===== src/rtl/match_timer_pkg.sv =====
// Package: shared constants and the divider-selection decode for match_timer.
// Assumes byte offsets on a 4-bit address and a 32-bit data word.
package match_timer_pkg;
    localparam int unsigned TMR_W      = 32;
    localparam int unsigned SEL_W      = 3;
    localparam int unsigned SHIFT_W    = 4;
    localparam int unsigned DIV_W      = 12;   // widest divide is 2**12
    localparam int unsigned OFS_CTRL   = 'h0;
    localparam int unsigned OFS_THR    = 'h4;
    localparam int unsigned OFS_COUNT  = 'h8;
    localparam int unsigned BIT_RUN    = 0;
    localparam int unsigned BIT_SEL_LO = 1;
    localparam int unsigned BIT_CLR    = 30;
    localparam int unsigned BIT_PEND   = 31;

    // Map a divider selection to log2 of its ratio (irregular spacing).
    function automatic logic [SHIFT_W-1:0] sel_to_shift(input logic [SEL_W-1:0] sel);
        logic [SHIFT_W-1:0] sh;
        case (sel)
            3'd0:    sh = 4'd1;
            3'd1:    sh = 4'd2;
            3'd2:    sh = 4'd3;
            3'd3:    sh = 4'd6;
            3'd4:    sh = 4'd7;
            3'd5:    sh = 4'd10;
            3'd6:    sh = 4'd11;
            default: sh = 4'd12;
        endcase
        return sh;
    endfunction
endpackage


===== src/rtl/match_timer_prescaler.sv =====
// Module: free-running clock divider that emits a one-cycle tick every 2**shift cycles.
// Assumes: the divider restarts from 0 whenever run is low; a change of selection
// mid-count takes effect at once (the counter wraps at the first limit it reaches).
module match_timer_prescaler
    import match_timer_pkg::*;
#(
    parameter int unsigned P_SEL_W = SEL_W,
    parameter int unsigned P_DIV_W = DIV_W
) (
    input  logic               clk,
    input  logic               rst_n,
    input  logic               run_i,
    input  logic [P_SEL_W-1:0] sel_i,
    output logic               tick_o
);
    localparam int unsigned LIM_W = P_DIV_W + 1;

    logic [P_DIV_W-1:0] div_q;
    logic [LIM_W-1:0]   ratio;
    logic [P_DIV_W-1:0] lim;

    // Derive the terminal value of the divider from the selection.
    always_comb begin
        ratio  = LIM_W'(1) << sel_to_shift(SEL_W'(sel_i));
        lim    = P_DIV_W'(ratio - LIM_W'(1));
        tick_o = run_i && (div_q >= lim);
    end

    // Advance the divider while running; restart it on a tick or when stopped.
    always_ff @(posedge clk) begin
        if (!rst_n)                div_q <= '0;
        else if (!run_i || tick_o) div_q <= '0;
        else                       div_q <= div_q + P_DIV_W'(1);
    end

    // the smallest ratio is 2, so two ticks never come back to back.
    assert_tick_spacing_R3: assert property (@(posedge clk) disable iff (!rst_n)
        tick_o |=> !tick_o);

    // a stopped divider never ticks in the cycle after it is stopped.
    assert_stopped_no_tick_R2: assert property (@(posedge clk) disable iff (!rst_n)
        !run_i |=> (div_q == '0));
endmodule


===== src/rtl/match_timer_counter.sv =====
// Module: threshold counter with a sticky pending flag.
// Assumes: tick_i is a one-cycle enable from the divider; clr_i is a one-cycle
// action from the register block. A set wins over a clear on the same edge.
module match_timer_counter
    import match_timer_pkg::*;
#(
    parameter int unsigned P_W = TMR_W
) (
    input  logic           clk,
    input  logic           rst_n,
    input  logic           run_i,
    input  logic           tick_i,
    input  logic [P_W-1:0] thr_i,
    input  logic           clr_i,
    output logic [P_W-1:0] cnt_o,
    output logic           pend_o
);
    logic [P_W-1:0] cnt_q;
    logic           pend_q;
    logic           wrap;

    // Detect the tick on which the count sits at the threshold.
    always_comb wrap = tick_i && (cnt_q == thr_i);

    // Count ticks, wrapping at the threshold; hold at zero while stopped.
    always_ff @(posedge clk) begin
        if (!rst_n)      cnt_q <= '0;
        else if (!run_i) cnt_q <= '0;
        else if (wrap)   cnt_q <= '0;
        else if (tick_i) cnt_q <= cnt_q + P_W'(1);
    end

    // Keep the pending flag: a wrap sets it, a clear drops it, and a set wins.
    always_ff @(posedge clk) begin
        if (!rst_n)     pend_q <= 1'b0;
        else if (wrap)  pend_q <= 1'b1;
        else if (clr_i) pend_q <= 1'b0;
    end

    assign cnt_o  = cnt_q;
    assign pend_o = pend_q;

    // a stopped timer shows a zero count one cycle later.
    assert_stopped_zero_R2: assert property (@(posedge clk) disable iff (!rst_n)
        !run_i |=> (cnt_q == '0));
    // without a tick the count either holds or has been reset to zero.
    assert_hold_between_ticks_R4: assert property (@(posedge clk) disable iff (!rst_n)
        !tick_i |=> (cnt_q == $past(cnt_q) || cnt_q == '0));
    // a tick at the threshold raises the pending flag.
    assert_wrap_sets_pending_R5: assert property (@(posedge clk) disable iff (!rst_n)
        (tick_i && cnt_q == thr_i) |=> pend_q);
    // a clear with no wrap on the same edge drops the flag.
    assert_clear_drops_R6: assert property (@(posedge clk) disable iff (!rst_n)
        (clr_i && !(tick_i && cnt_q == thr_i)) |=> !pend_q);
    // a clear together with a wrap leaves the flag set.
    assert_set_beats_clear_R7: assert property (@(posedge clk) disable iff (!rst_n)
        (clr_i && tick_i && cnt_q == thr_i) |=> pend_q);
endmodule


===== src/rtl/match_timer_regs.sv =====
// Module: register decode for match_timer: control and threshold storage, the
// self-clearing clear action and the combinational read path.
// Assumes: byte offsets; unmapped or unaligned offsets read 0 and ignore writes.
module match_timer_regs
    import match_timer_pkg::*;
#(
    parameter int unsigned P_W      = TMR_W,
    parameter int unsigned P_ADDR_W = 4,
    parameter int unsigned P_SEL_W  = SEL_W
) (
    input  logic                clk,
    input  logic                rst_n,
    input  logic                wr_i,
    input  logic                rd_i,
    input  logic [P_ADDR_W-1:0] addr_i,
    input  logic [P_W-1:0]      wdata_i,
    input  logic [P_W-1:0]      cnt_i,
    input  logic                pend_i,
    output logic                run_o,
    output logic [P_SEL_W-1:0]  sel_o,
    output logic [P_W-1:0]      thr_o,
    output logic                clr_o,
    output logic [P_W-1:0]      rdata_o
);
    localparam int unsigned SEL_HI = BIT_SEL_LO + P_SEL_W - 1;

    logic                hit_ctrl, hit_thr, hit_cnt;
    logic                run_q;
    logic [P_SEL_W-1:0]  sel_q;
    logic [P_W-1:0]      thr_q;
    logic [P_W-1:0]      ctrl_view;

    // Decode the byte offset into register selects.
    always_comb begin
        hit_ctrl = (addr_i == P_ADDR_W'(OFS_CTRL));
        hit_thr  = (addr_i == P_ADDR_W'(OFS_THR));
        hit_cnt  = (addr_i == P_ADDR_W'(OFS_COUNT));
    end

    // Store the run bit and the divider selection from control writes.
    always_ff @(posedge clk) begin
        if (!rst_n) begin
            run_q <= 1'b0;
            sel_q <= '0;
        end else if (wr_i && hit_ctrl) begin
            run_q <= wdata_i[BIT_RUN];
            sel_q <= wdata_i[SEL_HI:BIT_SEL_LO];
        end
    end

    // Store the threshold from threshold writes.
    always_ff @(posedge clk) begin
        if (!rst_n)                thr_q <= '0;
        else if (wr_i && hit_thr)  thr_q <= wdata_i;
    end

    // Raise the clear action for the single cycle of a control write with the bit set.
    always_comb clr_o = wr_i && hit_ctrl && wdata_i[BIT_CLR];

    // Assemble the control view: flag on top, the action bit always 0.
    always_comb begin
        ctrl_view                     = '0;
        ctrl_view[BIT_PEND]           = pend_i;
        ctrl_view[SEL_HI:BIT_SEL_LO]  = sel_q;
        ctrl_view[BIT_RUN]            = run_q;
    end

    // Drive read data for the addressed register, zero otherwise.
    always_comb begin
        rdata_o = '0;
        if (rd_i) begin
            if (hit_ctrl)     rdata_o = ctrl_view;
            else if (hit_thr) rdata_o = thr_q;
            else if (hit_cnt) rdata_o = cnt_i;
        end
    end

    assign run_o = run_q;
    assign sel_o = sel_q;
    assign thr_o = thr_q;

    // the threshold read in the cycle after a write equals the written word.
    assert_thr_readback_R8: assert property (@(posedge clk) disable iff (!rst_n)
        (wr_i && hit_thr) |=> (thr_q == $past(wdata_i)));
endmodule


===== src/rtl/match_timer.sv =====
// Module: top of the prescaled threshold timer. Ties the register block, the
// divider and the counter together; irq mirrors the pending flag.
// Assumes: single clock domain, synchronous active-low reset, one-cycle strobes.
module match_timer
    import match_timer_pkg::*;
#(
    parameter int unsigned DATA_W = TMR_W,
    parameter int unsigned ADDR_W = 4
) (
    input  logic              clk,
    input  logic              rst_n,
    input  logic              bus_wr,
    input  logic              bus_rd,
    input  logic [ADDR_W-1:0] bus_addr,
    input  logic [DATA_W-1:0] bus_wdata,
    output logic [DATA_W-1:0] bus_rdata,
    output logic              irq
);
    logic              run;
    logic [SEL_W-1:0]  sel;
    logic [DATA_W-1:0] thr;
    logic              clr;
    logic              tick;
    logic [DATA_W-1:0] cnt;
    logic              pend;

    match_timer_regs #(
        .P_W      (DATA_W),
        .P_ADDR_W (ADDR_W),
        .P_SEL_W  (SEL_W)
    ) u_regs (
        .clk     (clk),
        .rst_n   (rst_n),
        .wr_i    (bus_wr),
        .rd_i    (bus_rd),
        .addr_i  (bus_addr),
        .wdata_i (bus_wdata),
        .cnt_i   (cnt),
        .pend_i  (pend),
        .run_o   (run),
        .sel_o   (sel),
        .thr_o   (thr),
        .clr_o   (clr),
        .rdata_o (bus_rdata)
    );

    match_timer_prescaler #(
        .P_SEL_W (SEL_W),
        .P_DIV_W (DIV_W)
    ) u_prescaler (
        .clk    (clk),
        .rst_n  (rst_n),
        .run_i  (run),
        .sel_i  (sel),
        .tick_o (tick)
    );

    match_timer_counter #(
        .P_W (DATA_W)
    ) u_counter (
        .clk    (clk),
        .rst_n  (rst_n),
        .run_i  (run),
        .tick_i (tick),
        .thr_i  (thr),
        .clr_i  (clr),
        .cnt_o  (cnt),
        .pend_o (pend)
    );

    assign irq = pend;

    // a write to the count offset while running leaves the count alone when no tick lands.
    assert_count_write_ignored_R8: assert property (@(posedge clk) disable iff (!rst_n)
        (bus_wr && bus_addr == ADDR_W'(OFS_COUNT) && run && !tick) |=> (cnt == $past(cnt)));
    // the cycle after reset shows an idle timer with no interrupt.
    assert_reset_idle_R1: assert property (@(posedge clk)
        !rst_n |=> (!irq && cnt == '0));
endmodule


===== config.mk =====
export PLATFORM = sky130hd
export DESIGN_NAME = match_timer
export DESIGN_NICKNAME = d
export VERILOG_FILES = /design/src/rtl/match_timer_pkg.sv /design/src/rtl/match_timer_prescaler.sv /design/src/rtl/match_timer_counter.sv /design/src/rtl/match_timer_regs.sv /design/src/rtl/match_timer.sv
export SDC_FILE = /design/constraint.sdc
export NUM_CORES = 1
export LEC_CHECK = 0
export ABC_AREA = 1
export BUFFER_PORTS_ARGS = -buffer_cell sky130_fd_sc_hd__buf_4
export CAP_MARGIN = 30
export CORE_UTILIZATION = 50
export CTS_CLUSTER_DIAMETER = 40
export DETAILED_ROUTE_END_ITERATION = 10
export GPL_ROUTABILITY_DRIVEN = 1
export HOLD_SLACK_MARGIN = 0.08
export PLACE_DENSITY = 0.7
export SLEW_MARGIN = 5
export SYNTH_ARGS = -nofsm -noshare
export SYNTH_HDL_FRONTEND = slang
export SYNTH_HIERARCHICAL = 1
export SYNTH_SLANG_ARGS = --single-unit

===== constraint.sdc =====
create_clock -name clk -period 3.3 [get_ports clk]
set_clock_uncertainty 0.05 [all_clocks]
set_input_delay 0.66 -clock clk [delete_from_list [all_inputs] [get_ports clk]]
set_output_delay 0.66 -clock clk [all_outputs]
set_load 0.05 [all_outputs]

==> results of run 1 <==
==> registers in the layout, summed over array words and instances, names as in the netlist <==
register and cells:
u_counter/cnt_o 32, u_regs/thr_o 32, u_prescaler/div_q 12, u_regs/sel_o 3, u_counter/pend_o 1, u_regs/run_o 1
==> path summary, 6_finish.rpt <==
check                       start                   end  slack (ns)
max reg2reg       u_regs/sel_o[1]   u_counter/cnt_o[26]        0.28
max               u_regs/sel_o[1]   u_counter/cnt_o[26]        0.28
min          u_prescaler/div_q[0]  u_prescaler/div_q[0]        0.41
min reg2reg  u_prescaler/div_q[0]  u_prescaler/div_q[0]        0.41
==> power by group <==
part           switching [mW]  total, mW  internal [mW]
registers              0.0107      0.999          0.988
logic                   0.149      0.240         0.0917
clock network           0.415       1.02          0.601
==> cells in the final DEF (no fill, tap or decap), types with 11 or more instances in the layout <==
cell,instances
a21oi_1,27
inv_1,196
xnor2_1,14
nor2_1,119
dfxtp_1,78
o21ai_0,13
buf_4,86
nand3_1,81
nand3_2,21
nand4_1,45
nor3_1,11
ha_1,15
xor2_1,25
nand2_1,240
==> final cells by class <==
cell class	count	area (µm²)
fillers	1168	4600
repair buffers	91	751
clock buffers	10	239
multi-input cells	652	3410
clock inverters	6	57.6
well taps	143	179
inverters	202	758
flip-flops and latches	81	1630
==> kinds of logic after synthesis <==
| family | count (synthesis) | share of synthesized area [%] |
|---|---|---|
| flip-flops | 81 | 26.8 |
| AND/OR/NAND/NOR | 545 | 42.5 |
| other | 1 | 0.0620 |
| multiplexers | 1 | 0.166 |
| AO/OA/AOI/OAI | 50 | 4.74 |
| adder cells (fa/ha/maj) | 15 | 3.10 |
| XOR/XNOR | 39 | 5.65 |
| buffers and inverters | 242 | 16.9 |
==> routing by layer <==
layer | wire length (µm) | global-route usage [%] | vias up
met4 | 194 | 6.76 | 0
li1 | - | - | 3106
met5 | 0 | 0 | -
met1 | 7100 | 33.0 | 2672
met3 | 637 | 5.28 | 15
met2 | 6950 | 40.5 | 115
==> what timing repair did <==
action,4_1_cts,5_1_grt
gates resized for setup,0,5
setup endpoints to repair,0,32
setup buffers,0,2
==> reports/metrics.yaml, run 1 <==
timing:
  hold_viol: 0
  max_freq_mhz: 331
  period_share_pct: 91.5
  fin_setup_tns_ns: 0
  min_period_ns: 3.02
  rsz0062_at_grt: "false"
  worst_pin_slew_ns: 0.619
  max-slew-margin-rel_pct: 58.6
  final_max_slew_viol_count: 0
  whs_ns: 0.410
  setup_ws_ns: 0.280
  setup_viol: 0
drt:
  routedWlPerCell_um: 12.6
  routed_wl_mm: 14.9
  ant_nets: 0
  vias_per_cell: 4.99
  route.detailed.drc: 5
  drtPass1Iterations: 8
  drt_iter0_drc: 344
  vias: 5908
synth:
  synthTopCellsByArea: "dfxtp_1 27%, nand2_1 15%, inv_1 12%"
  synth-edff-count: 0
  yosysSeqAreaShare_pct: 26.8
  syn_inst: 974
  async_flop_share_pct: 0
  ys_warn_count: 6
  avgSynthCellArea_um2: 6.21
  ys_ff_latch: 81
  yosys.area.top_type_share_pct: 26.8
  synth_most_common_cell: "nand2_1"
  syn_area_mm2: 0.00604
  synthTopCellsByCount: "241 x nand2_1, 196 x inv_1, 119 x nor2_1"
  synth.distinct_cells: 37
  synth_flop_cell: "dfxtp_1"
  synth_top_area_cell: "dfxtp_1"
place:
  dp_hpwl_mm: 10.7
  dp.cells: 1166
  pre_cts_slack_ns: 0.208
  gp_congestion: 0.913
  io_buffers: 72
  place_area_mm2: 0.00667
setup_path:
  cp_data_arrival_time_ns: 3.22
  path_common_cell: "nand2_1"
  path_cells: "nor2_1 > nand2_1 > ha_1 > nand2_1 > xor2_1 > ha_1 > nand2_1 > inv_1 > nand2_1 > nor2_1 > nand2_1 > a21boi_1 > buf_4 > nand2_2 > nor2_4 > nand2_4 > nor2_4 > nand2_4 > nor2_4 > nand2_1 > nand2_1 > nand2_1 > inv_1 > nor2_2"
  critPathBufInv: 3
  cp_slowest_cell: "dfxtp_2"
  crit_required_ns: 3.50
  start_kind: "flip-flop"
  cp_max_fo: 9
  reg2regPathDepth: 24
  path_delay_family: "simple AND/OR/NAND/NOR gates"
  cp-end-kind: "flip-flop"
  path_depth: 24
  path_class: "reg2reg"
  max_stage_delay_ns: 0.35
floorplanning:
  die_x_um: 112
  design.die.area_mm2: 0.0125
  ios: 73
  die_y_um: 112
  core_mm2: 0.0116
  start_util_pct: 52.0
  rows: 39
global_routing:
  antenna_found_initial: 0
  grt_pass1_wl_mm: 25.0
  grt_pass1_vias: 5374
  overflow: 0
  grt_max_degree: 42
  gr-usage-all-layers_pct: 24.8
clock_network:
  hold_buffers: 0
  cts_tree: "done"
  clkTransAtPathRegs_ns: 0.06
  htreeDepth: 3
  cts_root_buf: "clkbuf_16"
  cts_max_path_buffers: 2
  cts_buffers: 9
  clock-sinks: 81
  clock_latency_ns: 0.35
final_layout:
  finalNetCount: 1092
  antenna_cells: 0
  fin_util_pct: 60.4
  final_cells: 1185
  syn2layout_area_growth_pct: 16.1
  finalInstanceArea_mm2: 0.00702
  drive_above_1_share_pct: 16.4
power:
  power.density_mw_per_mm2: 321
  power_mw: 2.26
  leakage_nw: 3.10
  ir_drop_v: 0.000383
worst_hold_path:
  min_path_type: "reg2reg"
  worst_hold_path.num_cells: 1
outcome:
  outcome: "finished with violations"
  violations: "DRC"
job:
  drv_cap: 0
Note: power is estimated with default switching activity, not from simulation.
==> run 2: changes to the inputs <==
- ABC_AREA: 1 -> 0
- GPL_TIMING_DRIVEN: not set -> 0
- PLACE_DENSITY: 0.7 -> 0.71
==> run 2 against run 1 <==
Against the previous run: the flow finishes with violations (setup timing); via count down 25%; sequential share of layout area up 3.7 points; core utilization up 4.8 points; fmax down 9.9%; combinational power down 37%; power down 7.8%; first-iteration DRC count down 25%; critical path depth down 9; synthesized cell count down 41%; sequential power down 1%; highest routed layer unchanged; routed wire length down 14%; design area down 14%.
==> reports/metrics.yaml, run 2 <==
outcome:
  outcome: "finished with violations"
  violations: "setup timing"
place:
  io_buffers: 71  # -1.4%
  pre_cts_slack_ns: -0.526  # -0.734 ns
  dp_hpwl_mm: 9.28  # -13%
  gp_congestion: 0.870  # -4.8%
  place_area_mm2: 0.00556  # -17%
  dp.cells: 772  # -34%
global_routing:
  grt_max_degree: 14  # -67%
  antenna_found_initial: 0  # unchanged
  gr-usage-all-layers_pct: 26.3  # +1.5 points
  grt_pass1_wl_mm: 20.6  # -17%
  grt_pass1_vias: 4194  # -22%
  overflow: 0  # unchanged
drt:
  routedWlPerCell_um: 15.9  # +27%
  route.detailed.drc: 0  # -5
  routed_wl_mm: 12.8  # -14%
  drtPass1Iterations: 7  # -1
  drt_iter0_drc: 258  # -25%
  ant_nets: 0  # unchanged
  vias: 4446  # -25%
  vias_per_cell: 5.55  # +11%
synth:
  synth-edff-count: 0  # unchanged
  synthTopCellsByCount: "90 x nand2_1, 81 x dfxtp_1, 74 x nor2_1"
  ys_warn_count: 6  # unchanged
  yosysSeqAreaShare_pct: 33.6  # +6.8 points
  syn_area_mm2: 0.00483  # -20%
  synthTopCellsByArea: "dfxtp_1 34%, mux2i_1 8.1%, nand2_1 7.0%"
  ys_ff_latch: 81  # unchanged
  avgSynthCellArea_um2: 8.46  # +36%
  synth_top_area_cell: "dfxtp_1"
  syn_inst: 571  # -41%
  synth.distinct_cells: 52  # +41%
  yosys.area.top_type_share_pct: 33.6  # +6.8 points
  synth_flop_cell: "dfxtp_1"
  synth_most_common_cell: "nand2_1"
  async_flop_share_pct: 0  # unchanged
worst_hold_path:
  min_path_type: "reg2reg"
  worstHoldStart: "u_regs/thr_o[5]"
  worst_hold_path.num_cells: 2  # +1
  hold_end: "u_regs/thr_o[5]"
timing:
  max-slew-margin-rel_pct: 49.1  # -9.5 points
  period_share_pct: 102  # +10 points
  setup_ws_ns: -0.0518  # -0.332 ns
  final_max_slew_viol_count: 0  # unchanged
  setup_viol: 2  # +2
  max_freq_mhz: 298  # -9.9%
  min_period_ns: 3.35  # +0.332 ns
  rsz0062_at_grt: "true"
  hold_viol: 0  # unchanged
  whs_ns: 0.441  # +0.0307 ns
  worst_pin_slew_ns: 0.760  # +0.141 ns
setup_path:
  reg2regPathDepth: 15  # -38%
  start_kind: "flip-flop"
  cp_slowest_cell: "or4_4"
  ff2ff_setup_slack_ns: -0.05  # -0.33 ns
  path_cells: "or3_1 > ha_2 > nor2_1 > a32oi_1 > ha_1 > nand4_1 > nor3_2 > and2_1 > o21a_1 > buf_6 > and4_4 > nand3_4 > or4_4 > xnor2_1 > nor2b_1"
  rr_endpoint: "u_counter/cnt_o[30]"
  max_stage_delay_ns: 0.54  # +0.19 ns
  crit_required_ns: 3.50  # about the same
  r2r-start: "u_regs/sel_o[1]"
  cp_data_arrival_time_ns: 3.55  # +0.33 ns
  cp_max_fo: 5  # -4
  path_class: "reg2reg"
  cp-end-kind: "flip-flop"
power:
  switchingPower_uw: 453  # -21%
  power_mw: 2.08  # -7.8%
  internal-power_mw: 1.63  # -3.2%
  ir_drop_v: 0.000174  # -55%
  switching_share_pct: 21.8  # -3.7 points
  comb_power_share_pct: 7.3  # -3.4 points
  leakage_nw: 2.61  # -16%
  power.share.clock_pct: 45.2  # about the same
  seqPwrFrac_pct: 47.5  # +3.2 points
  power.density_mw_per_mm2: 344  # +6.9%
final_layout:
  drive_above_1_share_pct: 24.0  # +7.5 points
  final_cell_mix: "90 x nand2_1, 82 x buf_4, 78 x dfxtp_1"
  final_common_cell: "nand2_1"
  final_cells: 801  # -32%
  syn2layout_area_growth_pct: 25.4
  antenna_cells: 0  # unchanged
  finalNetCount: 723  # -34%
  finalInstanceArea_mm2: 0.00605  # -14%
floorplanning:
  die_y_um: 100  # -10%
  design.die.area_mm2: 0.0101  # -20%
  start_util_pct: 52.0  # about the same
  rows: 35  # -10%
  die_x_um: 100  # -10%
  ios: 73  # unchanged
  core_mm2: 0.00928  # -20%
clock_network:
  hold_buffers: 0  # unchanged
  htreeDepth: 3  # unchanged
  cts_tree: "done"
  clkTransAtPathRegs_ns: 0.08  # +0.02 ns
  clock_latency_ns: 0.35  # about the same
  cts_root_buf: "clkbuf_8"
  cts_max_path_buffers: 2  # unchanged
  cts_buffers: 9  # unchanged
  clock-sinks: 81  # unchanged
job:
  drv_cap: 0  # unchanged
## run 2: power groups by stage
stage | logic (mW) | registers (mW) | clock network [mW]
floorplan | 0.0807 | 1.01 | 0
global placement | 0.144 | 1.01 | 0
detailed placement | 0.146 | 1.01 | 0
CTS | 0.150 | 0.989 | 0.949
global route | 0.165 | 0.989 | 0.995
finish | 0.152 | 0.988 | 0.940
## run 2: layout make-up
class / instances / area, µm²
clock buffers: 10 / 128
plain buffers: 31 / 205
repair buffers: 86 / 674
fillers: 796 / 3230
inverters: 11 / 41.3
clock inverters: 5 / 129
well taps: 129 / 161
multi-input cells: 448 / 3090
flip-flops and latches: 81 / 1630
## run 2: kinds of logic (layout without fill, tap and decap cells)
kind of cell	Yosys count	after routing	share of synthesized area, %
xor+xnor	71	71	12.9
other cells	1	2	0.0777
fa+ha+maj	15	15	3.89
simple gates	267	267	28.7
compound gates	54	54	7.98
buf+inv	43	143	4.82
flops	81	81	33.6
mux	39	39	8.08
## run 2: stage by stage
step	utilization (%)	setup TNS (ns)
after global routing	65.2	-2.72
after CTS	64.2	-1.72
after floorplan	-	0
final	65.2	-0.0527
after global placement	59.9	-10.14
after detailed placement	59.9	-12.65
## run 2: repair_timing
| item | in CTS | in global routing |
|---|---|---|
| pin swaps | 15 | 6 |
| gates resized for setup | 22 | 12 |
| setup endpoints to repair | 33 | 33 |
| setup buffers | 9 | 3 |
| cloned | 2 | 1 |
## run 2: routing by layer
metal / vias up / routed length (µm) / track usage [%]
met4: 0 / 215 / 10.1
li1: 2156 / - / -
met2: 161 / 5940 / 41.7
met5: - / 0 / 0
met1: 2111 / 5800 / 36.0
met3: 18 / 795 / 3.90
## run 2: worst max-delay path by stage
stage,startpoint,to
floorplan,bus_addr[2],bus_rdata[31]
global placement,u_regs/sel_o[0],u_counter/cnt_o[12]
detailed placement,u_regs/sel_o[0],u_counter/cnt_o[21]
CTS,u_regs/sel_o[2],u_counter/cnt_o[30]
global route,u_regs/sel_o[1],u_counter/cnt_o[29]
finish,u_regs/sel_o[1],u_counter/cnt_o[30]
## run 2: worst max-delay path: cells and delay by family (launching register included)
family	cells	cell delay, ns
AOI/OAI and AO/OA	2	0.22
xor gates and xnor gates	1	0.13
adders and majority gates	2	0.51
buffers and inverters	1	0.13
DFF	1	0.36
and+or+nand+nor	9	1.85
==> run 3: changes to the inputs <==
- CORE_UTILIZATION: 50 -> 56
- PLACE_DENSITY: 0.71 -> 0.79
==> run 3 against run 2 <==
Against the previous run: the run still ends with setup timing left; core utilization is 7.5 points higher; flip-flop and latch count unchanged; critical path depth is 1 higher; sequential share of layout area up 0.095 points; final cell count shrank 3.1%; count of clock-buffer cells in the layout stayed put.
==> reports/metrics.yaml, run 3 (synthesis gave the netlist of run 2 again) <==
outcome:
  outcome: "finished with violations"
  violations: "setup timing"
global_routing:
  grt_pass1_vias: 4199  # +0.12%
  antenna_found_initial: 0  # unchanged
  gr-usage-all-layers_pct: 29.8  # +3.5 points
  grt_max_degree: 14  # unchanged
  grt_pass1_wl_mm: 20.2  # -1.9%
  overflow: 0  # unchanged
setup_path:
  max_stage_delay_ns: 0.54  # about the same
  cp_slowest_cell: "or4_4"
  path_class: "reg2reg"
  path_delay_family: "simple AND/OR/NAND/NOR gates"
  cp-end-kind: "flip-flop"
  cp_data_arrival_time_ns: 3.67  # +0.12 ns
  path_cells: "or3_1 > ha_2 > nor2_1 > a32oi_1 > ha_1 > nand4_1 > nor3_2 > and2_1 > o21a_1 > buf_6 > nand2_2 > or4_4 > o31ai_4 > buf_6 > buf_8 > nor2_1"
  crit_required_ns: 3.49  # about the same
  start_kind: "flip-flop"
  critPathBufInv: 3  # +2
  cp_max_fo: 5  # unchanged
timing:
  final_max_slew_viol_count: 0  # unchanged
  hold_viol: 0  # unchanged
  fin_setup_tns_ns: -3.63  # -3.58 ns
  max_freq_mhz: 288  # -3.6%
  min_period_ns: 3.48  # +0.125 ns
  period_share_pct: 105  # +3.8 points
  setup_viol: 28  # +26
  worst_pin_slew_ns: 0.802  # +0.0421 ns
  rsz0062_at_grt: "true"
  setup_ws_ns: -0.177  # -0.125 ns
  max-slew-margin-rel_pct: 46.3  # -2.8 points
floorplanning:
  ios: 73  # unchanged
  die_x_um: 94.9  # -5.4%
  rows: 33  # -5.7%
  core_mm2: 0.00830  # -11%
  die_y_um: 94.9  # -5.4%
  design.die.area_mm2: 0.00900  # -11%
  start_util_pct: 58.2  # +6.2 points
clock_network:
  clock-sinks: 81  # unchanged
  clock_latency_ns: 0.36  # about the same
  clkTransAtPathRegs_ns: 0.09  # about the same
  cts_root_buf: "clkbuf_8"
  cts_tree: "done"
  htreeDepth: 3  # unchanged
  hold_buffers: 0  # unchanged
  cts_buffers: 9  # unchanged
  cts_max_path_buffers: 2  # unchanged
final_layout:
  syn2layout_area_growth_pct: 24.9
  finalNetCount: 722  # -0.14%
  fin_util_pct: 72.7  # +7.5 points
  final_common_cell: "nand2_1"
  drive_above_1_share_pct: 24.9  # +0.93 points
  final_cell_mix: "89 x nand2_1, 80 x buf_4, 78 x dfxtp_1"
  antenna_cells: 0  # unchanged
place:
  gp_congestion: 0.881  # +1.3%
  pre_cts_slack_ns: -0.497  # +0.0292 ns
  dp_hpwl_mm: 9.14  # -1.5%
  io_buffers: 71  # unchanged
power:
  ir_drop_v: 0.000183  # +5.2%
  power.density_mw_per_mm2: 334  # -2.7%
  leakage_nw: 2.58  # -1.2%
  comb_power_share_pct: 7.6  # +0.3 points
  internal-power_mw: 1.55  # -4.8%
  seqPwrFrac_pct: 49.0  # +1.5 points
  switchingPower_uw: 467  # +3.1%
  switching_share_pct: 23.2  # +1.4 points
  power.share.clock_pct: 43.4  # -1.8 points
job:
  drv_cap: 0  # unchanged
drt:
  drtPass1Iterations: 5  # -2
  vias: 4480  # +0.76%
  drt_iter0_drc: 246  # -4.7%
  route.detailed.drc: 0  # unchanged
  vias_per_cell: 5.77  # +4.0%
  routed_wl_mm: 13.0  # +1.7%
  ant_nets: 0  # unchanged
  routedWlPerCell_um: 16.7  # +5.0%
worst_hold_path:
  min_path_type: "reg2reg"
run 3: changes by cell type in the layout (fill, tap and decap cells not counted), sizes merged:
cell      before  now
bufinv         4    3
clkinvlp       0    2
clkbuf        26   25
clkinv         1    0
run 3: power groups by stage:
| stage | Combinational (mW) | Clock, mW | Sequential (mW) |
|---|---|---|---|
| after floorplan | 0.0807 | 0 | 1.01 |
| after global placement | 0.143 | 0 | 1.01 |
| after detailed placement | 0.145 | 0 | 1.01 |
| after CTS | 0.152 | 0.877 | 0.987 |
| after global routing | 0.165 | 0.922 | 0.988 |
| final | 0.154 | 0.875 | 0.987 |
run 3: worst min-delay path, cell delays in order (launching register included):
cell,delay (ns)
dfxtp_1,0.33
nand2_1,0.06
mux2i_1,0.05
run 3: cell type report:
type / count / area, µm²
inverters: 11 / 41.3
multi-input cells: 448 / 3120
flip-flops and latches: 81 / 1630
fillers: 614 / 2270
clock buffers: 10 / 128
clock inverters: 5 / 105
repair buffers: 85 / 673
well taps: 105 / 131
plain buffers: 31 / 206
run 3: path summary, 6_finish.rpt:
kind | startpoint | to | slack, ns | cells after the start
worst max-delay path | u_regs/sel_o[2] | u_counter/cnt_o[6] | -0.18 | 16
worst min register to register | u_regs/thr_o[10] | u_regs/thr_o[10] | 0.44 | 2
worst min-delay path | u_regs/thr_o[10] | u_regs/thr_o[10] | 0.44 | 2
worst max register to register | u_regs/sel_o[2] | u_counter/cnt_o[6] | -0.18 | 16
run 3: per-stage QoR:
stage,cell area (µm²),total power [mW],hold slack (ns),instances
2_1_floorplan,4870,1.09,0.410,572
3_3_place_gp,5530,1.15,0.423,748
3_5_place_dp,5530,1.16,0.432,748
4_1_cts,5950,2.02,0.445,776
5_1_grt,6030,2.08,0.460,776
6_report,6030,2.02,0.440,776
run 3: repair_timing:
| item | 4_1_cts | 5_1_grt |
|---|---|---|
| endpoints found under the setup margin | 33 | 33 |
| pin swaps | 30 | 7 |
| gates resized for setup | 26 | 19 |
| gates cloned | 3 | 0 |
| setup buffers | 11 | 1 |
run 3: routing by layer:
| metal | up-vias | part of all wire [%] | GRT usage [%] |
|---|---|---|---|
| met5 | - | 0 | 0 |
| met4 | 0 | 2.6 | 13.4 |
| met3 | 28 | 6.7 | 5.72 |
| met2 | 154 | 49 | 50.9 |
| met1 | 2142 | 42 | 36.1 |
| li1 | 2156 | - | - |
